### src/rtl/pccard_pkg.sv
package pccard_pkg;

  typedef enum logic [1:0] {
    SP_MEM  = 2'd0,
    SP_ATT  = 2'd1,
    SP_IO   = 2'd2,
    SP_NONE = 2'd3
  } space_e;

  typedef enum logic [1:0] {
    SZ_LOW_BYTE  = 2'd0,
    SZ_WORD      = 2'd1,
    SZ_HIGH_BYTE = 2'd2,
    SZ_NONE      = 2'd3
  } size_e;

  typedef enum logic [1:0] {
    ST_IDLE   = 2'd0,
    ST_SETUP  = 2'd1,
    ST_ACCESS = 2'd2,
    ST_HOLD   = 2'd3
  } state_e;

  // cycles the strobe stays low after the card releases its wait line
  localparam int unsigned TAIL_CYCLES = 4;

  typedef struct packed {
    logic ce1_n;
    logic ce2_n;
    logic reg_n;
    logic a0;
  } lane_t;

  // a request is legal when space and size are known, a word is even,
  // and an attribute access is even
  function automatic logic access_legal(space_e sp, size_e sz, logic a0);
    logic ok;
    ok = (sp != SP_NONE) && ((sz == SZ_LOW_BYTE) || (sz == SZ_WORD));
    if (sz == SZ_WORD && a0)
      ok = 1'b0;
    if (sp == SP_ATT && a0)
      ok = 1'b0;
    return ok;
  endfunction

  // chip enables, register select and address bit 0 for a legal request
  function automatic lane_t lane_pick(space_e sp, size_e sz, logic a0);
    lane_t l;
    l.reg_n = (sp == SP_MEM);
    if (sz == SZ_WORD) begin
      l.ce1_n = 1'b0;
      l.ce2_n = 1'b0;
      l.a0    = 1'b0;
    end else begin
      l.ce1_n = 1'b0;
      l.ce2_n = 1'b1;
      l.a0    = a0;
    end
    return l;
  endfunction

endpackage

### src/rtl/pccard_req_decode.sv
module pccard_req_decode
  import pccard_pkg::*;
(
  input  space_e space,
  input  size_e  size,
  input  logic   addr0,
  output logic   legal,
  output lane_t  lane
);

  always_comb begin
    legal = access_legal(space, size, addr0);
    lane  = lane_pick(space, size, addr0);
  end

endmodule

### src/rtl/pccard_phase_timer.sv
module pccard_phase_timer
  import pccard_pkg::*;
#(
  parameter int WAIT_W = 8
) (
  input  logic              clk,
  input  logic              rst_n,
  input  logic              arm,
  input  logic              in_access,
  input  logic [WAIT_W-1:0] len_cfg,
  input  logic              wait_en,
  input  logic              wait_n,
  output logic              stall_ev,
  output logic              last
);

  localparam int TW = $clog2(TAIL_CYCLES + 1);

  // a programmed length of zero still gives one strobe cycle
  function automatic logic [WAIT_W-1:0] phase_len(logic [WAIT_W-1:0] cfg);
    return (cfg == '0) ? WAIT_W'(1) : cfg;
  endfunction

  logic [WAIT_W-1:0] cnt;
  logic [TW-1:0]     tail;
  logic [WAIT_W-1:0] len;
  logic              base_done;

  always_comb begin
    len       = phase_len(len_cfg);
    base_done = (cnt >= len);
    stall_ev  = in_access && wait_en && !wait_n;
    last      = in_access && base_done && !stall_ev && (tail <= TW'(1));
  end

  always_ff @(posedge clk or negedge rst_n) begin
    if (!rst_n) begin
      cnt  <= '0;
      tail <= '0;
    end else if (arm) begin
      cnt  <= WAIT_W'(1);
      tail <= '0;
    end else if (in_access) begin
      if (!base_done)
        cnt <= cnt + WAIT_W'(1);
      if (stall_ev)
        tail <= TW'(TAIL_CYCLES);
      else if (tail != '0)
        tail <= tail - TW'(1);
    end
  end


  tail_after_release_chk: assert property (@(posedge clk) disable iff (!rst_n)
    (in_access && $past(stall_ev) && !stall_ev) |-> !last);

endmodule

### src/rtl/pccard_seq.sv
module pccard_seq
  import pccard_pkg::*;
#(
  parameter int ADDR_W = 11,
  parameter int WAIT_W = 8
) (
  input  logic              clk,
  input  logic              rst_n,
  input  logic [WAIT_W-1:0] cfg_mem_len,
  input  logic [WAIT_W-1:0] cfg_attr_len,
  input  logic [WAIT_W-1:0] cfg_io_len,
  input  logic              cfg_wait_en,
  input  logic              req_valid,
  output logic              req_ready,
  input  logic [1:0]        req_space,
  input  logic [1:0]        req_size,
  input  logic              req_write,
  input  logic [ADDR_W-1:0] req_addr,
  input  logic [15:0]       req_wdata,
  output logic              rsp_done,
  output logic              rsp_error,
  output logic [15:0]       rsp_rdata,
  output logic              card_ce1_n,
  output logic              card_ce2_n,
  output logic              card_reg_n,
  output logic              card_oe_n,
  output logic              card_we_n,
  output logic              card_iord_n,
  output logic              card_iowr_n,
  input  logic              card_wait_n,
  output logic [ADDR_W-1:0] card_addr,
  output logic [15:0]       card_dout,
  output logic              card_doe,
  input  logic [15:0]       card_din
);

  localparam int DATA_W = 16;
  localparam int BYTE_W = DATA_W / 2;

  state_e            st;
  space_e            sp_q;
  size_e             sz_q;
  logic              wr_q;
  logic [ADDR_W-1:0] addr_q;
  logic [DATA_W-1:0] wdata_q;
  lane_t             lane_q;
  logic              done_q;
  logic              err_q;
  logic [DATA_W-1:0] rdata_q;

  // named events
  logic        legal_now;
  lane_t       lane_now;
  logic        accept;
  logic        go;
  logic        refuse;
  logic        bus_active;
  logic        strobe_on;
  logic        is_io;
  logic        stall_ev;
  logic        phase_last;
  logic [WAIT_W-1:0] len_sel;

  pccard_req_decode i_decode (
    .space (space_e'(req_space)),
    .size  (size_e'(req_size)),
    .addr0 (req_addr[0]),
    .legal (legal_now),
    .lane  (lane_now)
  );

  always_comb begin
    case (sp_q)
      SP_MEM:  len_sel = cfg_mem_len;
      SP_ATT:  len_sel = cfg_attr_len;
      default: len_sel = cfg_io_len;
    endcase
  end

  pccard_phase_timer #(.WAIT_W(WAIT_W)) i_timer (
    .clk       (clk),
    .rst_n     (rst_n),
    .arm       (st == ST_SETUP),
    .in_access (st == ST_ACCESS),
    .len_cfg   (len_sel),
    .wait_en   (cfg_wait_en),
    .wait_n    (card_wait_n),
    .stall_ev  (stall_ev),
    .last      (phase_last)
  );

  always_comb begin
    req_ready  = (st == ST_IDLE);
    accept     = req_ready && req_valid;
    go         = accept && legal_now;
    refuse     = accept && !legal_now;
    bus_active = (st != ST_IDLE);
    strobe_on  = (st == ST_ACCESS);
    is_io      = (sp_q == SP_IO);
  end

  always_ff @(posedge clk or negedge rst_n) begin
    if (!rst_n) begin
      st      <= ST_IDLE;
      sp_q    <= SP_MEM;
      sz_q    <= SZ_LOW_BYTE;
      wr_q    <= 1'b0;
      addr_q  <= '0;
      wdata_q <= '0;
      lane_q  <= '{ce1_n: 1'b1, ce2_n: 1'b1, reg_n: 1'b1, a0: 1'b0};
      done_q  <= 1'b0;
      err_q   <= 1'b0;
      rdata_q <= '0;
    end else begin
      done_q <= 1'b0;
      err_q  <= refuse;
      case (st)
        ST_IDLE: begin
          if (go) begin
            st      <= ST_SETUP;
            sp_q    <= space_e'(req_space);
            sz_q    <= size_e'(req_size);
            wr_q    <= req_write;
            addr_q  <= req_addr;
            wdata_q <= req_wdata;
            lane_q  <= lane_now;
          end
        end
        ST_SETUP: st <= ST_ACCESS;
        ST_ACCESS: begin
          if (phase_last) begin
            st <= ST_HOLD;
            if (!wr_q)
              rdata_q <= card_din;
          end
        end
        default: begin
          st     <= ST_IDLE;
          done_q <= 1'b1;
        end
      endcase
    end
  end

  always_comb begin
    card_ce1_n  = bus_active ? lane_q.ce1_n : 1'b1;
    card_ce2_n  = bus_active ? lane_q.ce2_n : 1'b1;
    card_reg_n  = bus_active ? lane_q.reg_n : 1'b1;
    card_addr   = bus_active ? {addr_q[ADDR_W-1:1], lane_q.a0} : '0;
    card_oe_n   = !(strobe_on && !wr_q && !is_io);
    card_we_n   = !(strobe_on &&  wr_q && !is_io);
    card_iord_n = !(strobe_on && !wr_q &&  is_io);
    card_iowr_n = !(strobe_on &&  wr_q &&  is_io);
    card_doe    = bus_active && wr_q;
    if (!card_doe)
      card_dout = '0;
    else if (sz_q == SZ_WORD)
      card_dout = wdata_q;
    else
      card_dout = {{BYTE_W{1'b0}}, wdata_q[BYTE_W-1:0]};
    rsp_done    = done_q;
    rsp_error   = err_q;
    rsp_rdata   = rdata_q;
  end


  one_strobe_chk: assert property (@(posedge clk) disable iff (!rst_n)
    $onehot0({~card_oe_n, ~card_we_n, ~card_iord_n, ~card_iowr_n}));


  refuse_quiet_chk: assert property (@(posedge clk) disable iff (!rst_n)
    rsp_error |-> (card_ce1_n && card_ce2_n && card_oe_n && card_we_n &&
                   card_iord_n && card_iowr_n && !rsp_done));


  setup_one_chk: assert property (@(posedge clk) disable iff (!rst_n)
    (st == ST_SETUP) |=> (st == ST_ACCESS));


  hold_addr_chk: assert property (@(posedge clk) disable iff (!rst_n)
    (st == ST_HOLD) |-> ($stable(card_addr) && card_oe_n && card_we_n &&
                         card_iord_n && card_iowr_n));


  done_after_hold_chk: assert property (@(posedge clk) disable iff (!rst_n)
    rsp_done |-> $past(st == ST_HOLD));


  word_even_chk: assert property (@(posedge clk) disable iff (!rst_n)
    (!card_ce1_n && !card_ce2_n) |-> (card_addr[0] == 1'b0));


  idle_no_drive_chk: assert property (@(posedge clk) disable iff (!rst_n)
    req_ready |-> !card_doe);

endmodule

### config.mk
export PLATFORM = sky130hd
export DESIGN_NAME = pccard_seq
export DESIGN_NICKNAME = d
export VERILOG_FILES = /design/src/rtl/pccard_pkg.sv /design/src/rtl/pccard_req_decode.sv /design/src/rtl/pccard_phase_timer.sv /design/src/rtl/pccard_seq.sv
export SDC_FILE = /design/constraint.sdc
export NUM_CORES = 1
export LEC_CHECK = 0
export BUFFER_PORTS_ARGS = -buffer_cell sky130_fd_sc_hd__buf_2
export CAP_MARGIN = 20
export CORE_MARGIN = 2
export CORE_UTILIZATION = 45
export CTS_CLUSTER_SIZE = 40
export DETAILED_ROUTE_END_ITERATION = 10
export PLACE_DENSITY = 0.74
export SLEW_MARGIN = 25
export SYNTH_ARGS = -nofsm -noshare
export SYNTH_HDL_FRONTEND = slang
export SYNTH_SLANG_ARGS = --single-unit
### constraint.sdc
create_clock -name clk -period 3.8 [get_ports clk]
set_clock_uncertainty 0.1 [all_clocks]
set_input_delay 0.76 -clock clk [delete_from_list [all_inputs] [get_ports clk]]
set_output_delay 0.76 -clock clk [all_outputs]
set_load 0.005 [all_outputs]
* Word level (Yosys, flattened, before mapping)
Index checks and enable logic that the tools add are counted.
** Storage, ports and cells
- Bits of input ports :: 77
- Register bits after elaboration :: 67
- Memories kept :: 0
- ROM bits :: 0
- Latch bits :: 0
- Memory bits (writable) :: 0
- Output and inout port bits :: 54
** Cells by class
- Add/sub/neg operators :: 2
- Shift operators :: 0
- Muxes and demuxes :: 23
- Multiply operators :: 0
- $lt $le $gt $ge :: 2
- Divide/modulo/power cells :: 0
- Reduce and logical (&&, ||, !) cells :: 43
- Bitwise operators :: 1
- Equality and inequality tests :: 11
** Operators by type and width (number)
- $mux 16 :: 2
- $mux 8 :: 4
- $logic_and 1x1->1 :: 18
- $pmux 8 s2 :: 1
- $mux 3 :: 4
- $mux 11 :: 1
- $eq 2x1->1 const B :: 5
- $logic_not 1->1 :: 9
- $add 8x1->8 const B :: 1
- $ge 8x8->1 :: 1
- $logic_not 2->1 :: 4
- $logic_not 8->1 :: 1
- $mux 1 :: 8
- $reduce_and 2->1 :: 4
- $pmux 2 s3 :: 1
- $reduce_bool 3->1 :: 2
- $eq 2x2->1 const B :: 2
- $mux 2 :: 2
- $ne 2x1->1 const B :: 2
- $ne 2x2->1 const B :: 2
- $reduce_bool 2->1 :: 2
- $le 3x1->1 const B :: 1
- $reduce_and 3->1 :: 1
- $reduce_or 3->1 :: 1
- 3 further kinds :: 3

* Logic depth before layout (Yosys ltp)
Gate-level depths: netlist of the first run.
- Word-level depth :: 10
- Depth in mapped cells :: 13
- Depth with buffers taken out :: 11

* Cells and area by module
A second synthesis of the first run with hierarchy kept.
** Second synthesis, totals
- Cells, all modules :: 300
- Area, all modules :: 3661.0 um2
** By module, submodules not included
- pccard_seq :: area an instance 2732.6 um2, instances 1, cells an instance 196, seq. area each 1380.1 um2
- pccard_phase_timer :: area an instance 884.6 um2, instances 1, cells an instance 97, seq. area each 275.3 um2
- pccard_req_decode :: area an instance 43.8 um2, instances 1, cells an instance 7, seq. area each 0.0 um2

* Least setup slack after synthesis of the first run
Ideal clock, no wire load.
- Path kind :: flip-flop to flip-flop
- Start :: reg sp_q[0]
- End :: reg rdata_q[10], in the netlist rsp_rdata[10]
- Path buffers :: 2
- Stages on the path, launching flop included :: 14
- Arrival time :: 2938 ps
- Required time :: 3575 ps
- Slack :: 637 ps
- Cells stage by stage :: dfrtp_1 -> clkbuf_1 -> mux2i_1 -> nor2_1 -> a21oi_1 -> nand4_1 -> o221ai_1 -> ha_1 -> nand2b_1 -> a2111oi_2 -> o31a_4 -> nor3b_4 -> buf_8 -> mux2_4
** Between the ends
- Word-level cells in the longest chain between the ends :: 9
** RTL lines
- start, declared :: line pccard_seq.sv:41 : space_e sp_q;
- start signal, assigned :: line pccard_seq.sv:121 : sp_q <= space_e'(req_space);
- $eq 2x1->1 or $logic_not 2->1 (tied branches) :: line pccard_seq.sv:73 : case (sp_q)
- $pmux 8 s2 * :: line pccard_seq.sv:73
- $logic_not 8->1 :: line pccard_phase_timer.sv:21 : return (cfg == '0) ? WAIT_W'(1) : cfg;
- $mux 8 * :: line pccard_phase_timer.sv:21
- $ge 8x8->1 * :: line pccard_phase_timer.sv:31 : base_done = (cnt >= len);
- $logic_and 1x1->1 * (3 in a row) :: line pccard_phase_timer.sv:33 : last = in_access && base_done && !stall_ev && (tail <= TW'(1));
- $reduce_and 3->1 (no source line) *
- end signal, assigned :: line pccard_seq.sv:134 : rdata_q <= card_din;
- end, declared :: line pccard_seq.sv:49 : logic [DATA_W-1:0] rdata_q;
Mark *: on every way between the ends. The rest lies on a longest branch, timed or not.
A chain may end at the register's enable or synchronous reset.

* Worst setup path in the final report of the first run
- Start :: reg sp_q[0]
- End :: reg i_timer.cnt[5]
** Between the ends
- Word-level cells in the longest chain between the ends :: 7
** RTL lines
- $eq 2x1->1 or $logic_not 2->1 (tied branches) :: line pccard_seq.sv:73
- $pmux 8 s2 * :: line pccard_seq.sv:73
- $logic_not 8->1 :: line pccard_phase_timer.sv:21
- $mux 8 * :: line pccard_phase_timer.sv:21
- $ge 8x8->1 * :: line pccard_phase_timer.sv:31
- $ne 2x1->1 (no source line) *
- $reduce_and 2->1 (no source line) *
- end signal, assigned :: line pccard_phase_timer.sv:45 : cnt <= cnt + WAIT_W'(1);
- end, declared :: line pccard_phase_timer.sv:24 : logic [WAIT_W-1:0] cnt;
Marks and branches as above.

==> results of run 1 <==
[repair_timing]
| action | in CTS | in global routing |
|---|---|---|
| hold buffers | 0 | 0 |
| buffers inserted | 0 | 1 |
| endpoints found under the setup margin | 0 | 16 |
| resized for setup | 0 | 0 |
[final timing paths]
check / startpoint / endpoint / slack [ps] / cells past startpoint
min reg2reg: wdata_q[7] / wdata_q[7] / 360 / 2
max in group asynchronous: rst_n / lane_q[2] / 2580 / 2
max reg2reg: sp_q[0] / i_timer.cnt[5] / 420 / 12
min: rst_n / addr_q[4] / 240 / 1
min in group clk: wdata_q[7] / wdata_q[7] / 360 / 2
max: sp_q[0] / i_timer.cnt[5] / 420 / 12
[cell type report]
type	count	area share
Clock buffer	14	0.0347
Clock inverter	2	0.00285
Inverter	9	0.00769
Multi-Input combinational cell	267	0.388
Sequential cell	66	0.377
Tap cell	102	0.0290
Timing Repair Buffer	136	0.161
[through the flow]
step	util	area, µm²	setup slack [ps]	hold WS, ps
after detailed placement	0.553	4210	114	354
final	0.578	4400	421	236
after global routing	0.578	4400	132	250
after CTS	0.575	4380	149	232
after global placement	0.553	4210	186	348
after floorplan	-	3470	637	337
[sequential cells by signal, indices dropped and copies added, names as in the netlist, 2 cells and up]
signal	cells
i_timer.cnt	8
addr_q	10
st	2
rsp_rdata	16
i_timer.tail	3
sz_q	2
sp_q	2
lane_q	4
wdata_q	16
[cell usage after synthesis (3+ instances only)]
master	n	area (µm²)
and2_1	18	113
inv_1	9	33.8
or2_2	4	25.0
a21oi_1	11	55.1
ha_1	15	188
mux2_2	9	101
nand4_1	4	25.0
and3_1	3	18.8
dfrtp_1	63	1580
nand2_1	100	375
o21ai_0	8	40.0
nor2b_1	16	100
nor2_1	14	52.6
and4_1	3	26.3
a31oi_1	3	18.8
nand3_1	4	20.0
mux2_4	10	150
nand2b_1	7	43.8
mux2i_1	9	90.1
clkbuf_1	12	45.0
dfstp_2	3	78.8
buf_1	3	11.3
[report_power, final]
part	internal (mW)	total, mW	switching, mW
Sequential	1.02	1.26	0.233
Clock	0.255	0.506	0.251
Combinational	0.813	1.64	0.824
Total	2.09	3.40	1.31
[worst max-delay path: stages, from the launching register on]
cell and delay, ps:
dfrtp_1 690, mux2i_1 260, nor2_1 60, a21oi_1 190, nand4_1 120, o221ai_1 180
ha_1 260, nand2b_1 160, a2111oi_2 390, o31a_4 210, buf_4 190, nand2_1 80
o311ai_0 360
[placed cells by master (no fill, tap or decap), drive strengths merged, types with 3 or more instances in the layout]
master / n
mux2: 19
nand3: 4
and4: 3
buf: 136
o21ai: 8
nand2b: 7
and2: 18
ha: 15
inv: 9
a21oi: 11
nand2: 100
a31oi: 3
dfrtp: 63
or2: 4
clkbuf: 14
mux2i: 9
and3: 3
dfstp: 3
nor2: 14
nor2b: 16
nand4: 4
[per-layer routing]
metal / GRT usage / wire length, µm
met1: 0.266 / 3810
met2: 0.317 / 3940
met3: 0.0345 / 380
met4: 0.0821 / 145
met5: 0 / 0
[cell families (layout without fill, tap and decap cells)]
family                   count (synthesis)  in the layout  synth area share
multiplexers                            28             28            0.0983
buffers and inverters                   27            161            0.0331
adder cells (fa/ha/maj)                 15             15            0.0540
AND/OR/NAND/NOR                        181            181             0.249
flip-flops                              66             66             0.477
AO/OA/AOI/OAI                           43             43            0.0890
==> metrics.cfg, run 1 <==
[clock_network]
path_clk_slew_ps = 70
clkLatencyLatePin_ps = 340
htreeDepth = 3
cts_tree = yes
cts.sinks = 66
numCtsBuffers = 9
cts_buffer_depth = 2
cts_root_buf = clkbuf_8

[floorplan]
initial_utilization = 0.457
dieArea_um2 = 8440
coreArea_um2 = 7610
num_io_pins = 131
chipWidth_um = 91.9
rows = 32
die_height_um = 91.9

[critical_path]
end_kind = flop
crit_type = reg2reg
critPathRequiredTime_ps = 3920
worstPathArrival_ps = 3490
setup.worst_path.start_class = flop
path_max_fanout = 16

[layout]
layoutNonFillerInstCount = 596
fill_cells = 685
area_growth_pct = 26.5
register_area_um2 = 1660
diodes = 0
multi_input_area_um2 = 1710
drive_gt1_frac = 0.360
finalNetCount = 581

[route]
drc = 0
via_count = 2962
drt_iter0_drc = 178
viasPerCell = 4.97
wl_um = 8270
avgRoutedWirePerCell_um = 13.9
dr.pass1.iters = 5
ant_nets = 0

[run_status]
status = completed

[synthesis]
yosysWarnings = 0
synth_ff_type = dfrtp_1
synth-edff-count = 0
async_flop_share = 1.00
synth_seq_cells = 66
syn_inst = 360
syn-num-nets = 452
synth.avg_cell_area_um2 = 9.65
synth.distinct_cells = 46
yosysSeqAreaShare = 0.477
synth_area_um2 = 3470

[run]
max_cap_viol_count = 0

[min_path]
min_path_type = in2async

[grt]
grt_max_degree = 36
grt_pass1_vias = 2842
grtUsageTotal = 0.198
grt_overflow = 0
antenna_found_initial = 0
grt_pass1_wl_um = 13300

[sta]
tns_ps = 0
rsz0062_at_grt = no
tightestPinTransition_ps = 688
fmax_mhz = 296
period_minus_slack_ps = 3380
hold_viol = 0
drv_slew = 0
setup_viol = 0
fin_crit_sh = 0.889
maxSlewHeadroom = 0.536

[placed_design]
dp_cells = 579
place_congestion = 0.814
dp_hpwl_um = 6060
portBuffers = 130

[pwr]
power_mw = 3.40
power_leakage_nw = 2.36
p_per_area_nw_per_um2 = 774
vdd_drop_max_v = 0.000407

(Power assumes the default switching activity.)
==> run 2: changes to the inputs <==
==> constraint.sdc (replaced) <==
create_clock -name clk -period 3.8 [get_ports clk]
set_clock_uncertainty 0.1 [all_clocks]
set_input_delay 1.14 -clock clk [delete_from_list [all_inputs] [get_ports clk]]
set_output_delay 1.14 -clock clk [all_outputs]
set_load 0.005 [all_outputs]
==> run 2 against run 1 <==
Effect of this change:
- final area grew 2.2%
- routed wire length shrank 1.6%
- total power up 4.2%
- core utilization increased by 1.3 points
- via count rose by 0.24%
- clock power rose by 17%
- hold slack better by 130 ps
- global-route usage grew 0.82 points
- non-clock buffer count grew 8
- critical path depth is 1 higher
- setup slack got worse by 39 ps
==> metrics.cfg, run 2 (synthesis gave the netlist of run 1 again) <==
[run_status]
status = completed

[pwr]
power_mw = 3.54
p_per_area_nw_per_um2 = 788
vdd_drop_max_v = 0.000359
power_leakage_nw = 2.41

[floorplan]
coreArea_um2 = 7610
dieArea_um2 = 8440
rows = 32
initial_utilization = 0.457
num_io_pins = 131
die_height_um = 91.9
chipWidth_um = 91.9

[layout]
stdcell_area_um2 = 4490
diodes = 0
area_growth_pct = 29.4
layoutNonFillerInstCount = 604
drive_gt1_frac = 0.378
finalNetCount = 589
layout_commonest_cell = buf_2
final_cell_mix = buf_2 (130), nand2_1 (100), dfrtp_1 (63)
finalCoreUtilization = 0.591

[route]
viasPerCell = 4.92
dr.pass1.iters = 4
avgRoutedWirePerCell_um = 13.5
via_count = 2969
ant_nets = 0
drc = 0
drt_iter0_drc = 149
wl_um = 8140

[critical_path]
end_kind = flop
crit_type = in2reg
setup.worst_path.start_class = primary input
worstPathArrival_ps = 3540
critPathRequiredTime_ps = 3930
path_max_fanout = 16
rr_worst_depth = 12

[sta]
maxSlewHeadroom = 0.583
rsz0062_at_grt = no
fin_crit_sh = 0.899
setup_viol = 0
hold_viol = 0
drv_slew = 0
fmax_mhz = 293
tightestPinTransition_ps = 625
period_minus_slack_ps = 3420

[grt]
grt_max_degree = 36
grt_pass1_vias = 2923
grt_overflow = 0
grt_pass1_wl_um = 13900
antenna_found_initial = 0
grtUsageTotal = 0.206

[clock_network]
htreeDepth = 3
cts_buffer_depth = 2
path_clk_slew_ps = 70
cts.sinks = 66
numCtsBuffers = 9
cts_root_buf = clkbuf_8
clkLatencyLatePin_ps = 330
cts_tree = yes

[placed_design]
place_congestion = 0.808
portBuffers = 130
placed_cell_area_um2 = 4270
dp_hpwl_um = 6070
dp_cells = 587

[run]
max_cap_viol_count = 0

[min_path]
holdPathStages = 2
min_path_type = reg2reg

run 2: changes by cell type in the layout (fill, tap and decap cells not counted):
cell and change:
clkinvlp_4 +2, buf_4 +8, o311ai_0 -1, clkbuf_1 -4, bufinv_16 +1, o311ai_1 +1
clkinv_4 +1
run 2: stage by stage:
step           setup TNS [ps]  hold slack [ps]  setup WS (ps)
2_1_floorplan               0              337            327
3_3_place_gp            -2410              349           -184
3_5_place_dp            -4090              354           -299
4_1_cts                     0              372           59.8
5_1_grt                     0              399           85.7
6_report                    0              370            382
run 2: worst max-delay path, cell delays in order:
cell       delay [ps]
buf_2              90
mux2i_1           130
nor2_1             70
a21oi_1           200
nand4_1           110
o221ai_1          190
ha_1              250
nand2b_1          150
a2111oi_2         400
o31a_4            210
buf_4             190
nand2_1            80
o311ai_0          310
run 2: report_power, final:
part	switching [mW]	total, mW	leakage (nW)	internal [mW]
Clock	0.270	0.590	0.0945	0.320
Sequential	0.229	1.25	0.808	1.02
Combinational	0.834	1.70	1.51	0.867
run 2: area by class of cell:
| type | count | area (µm²) |
|---|---|---|
| Fill cell | 687 | 3110 |
| Multi-Input combinational cell | 267 | 1710 |
| Sequential cell | 66 | 1660 |
| Timing Repair Buffer | 144 | 768 |
| Clock buffer | 10 | 138 |
| Tap cell | 102 | 128 |
| Clock inverter | 6 | 66.3 |
| Inverter | 9 | 33.8 |
run 2: layer usage:
layer	vias to the layer above	share of wire	track usage
met4	0	0.011	0.0597
met1	1395	0.46	0.280
met2	80	0.47	0.330
met5	-	0	0
met3	7	0.056	0.0485
li1	1487	-	-
run 2: worst paths after layout:
| path | startpoint | slack [ps] | to |
|---|---|---|---|
| setup / recovery | cfg_attr_len[3] | 380 | i_timer.cnt[5] |
| hold / removal | addr_q[4] | 370 | addr_q[4] |
| setup reg to reg | sp_q[0] | 470 | i_timer.cnt[5] |
| hold reg to reg | addr_q[4] | 370 | addr_q[4] |
| max in group asynchronous | rst_n | 2230 | addr_q[7] |
| min in group asynchronous | rst_n | 620 | wdata_q[8] |
run 2: timing repair:
action	4_1_cts	5_1_grt
hold buffers	0	0
endpoints found under the hold margin	0	0
setup buffers	0	1
endpoints found under the setup margin	0	17
gates resized for setup	0	1
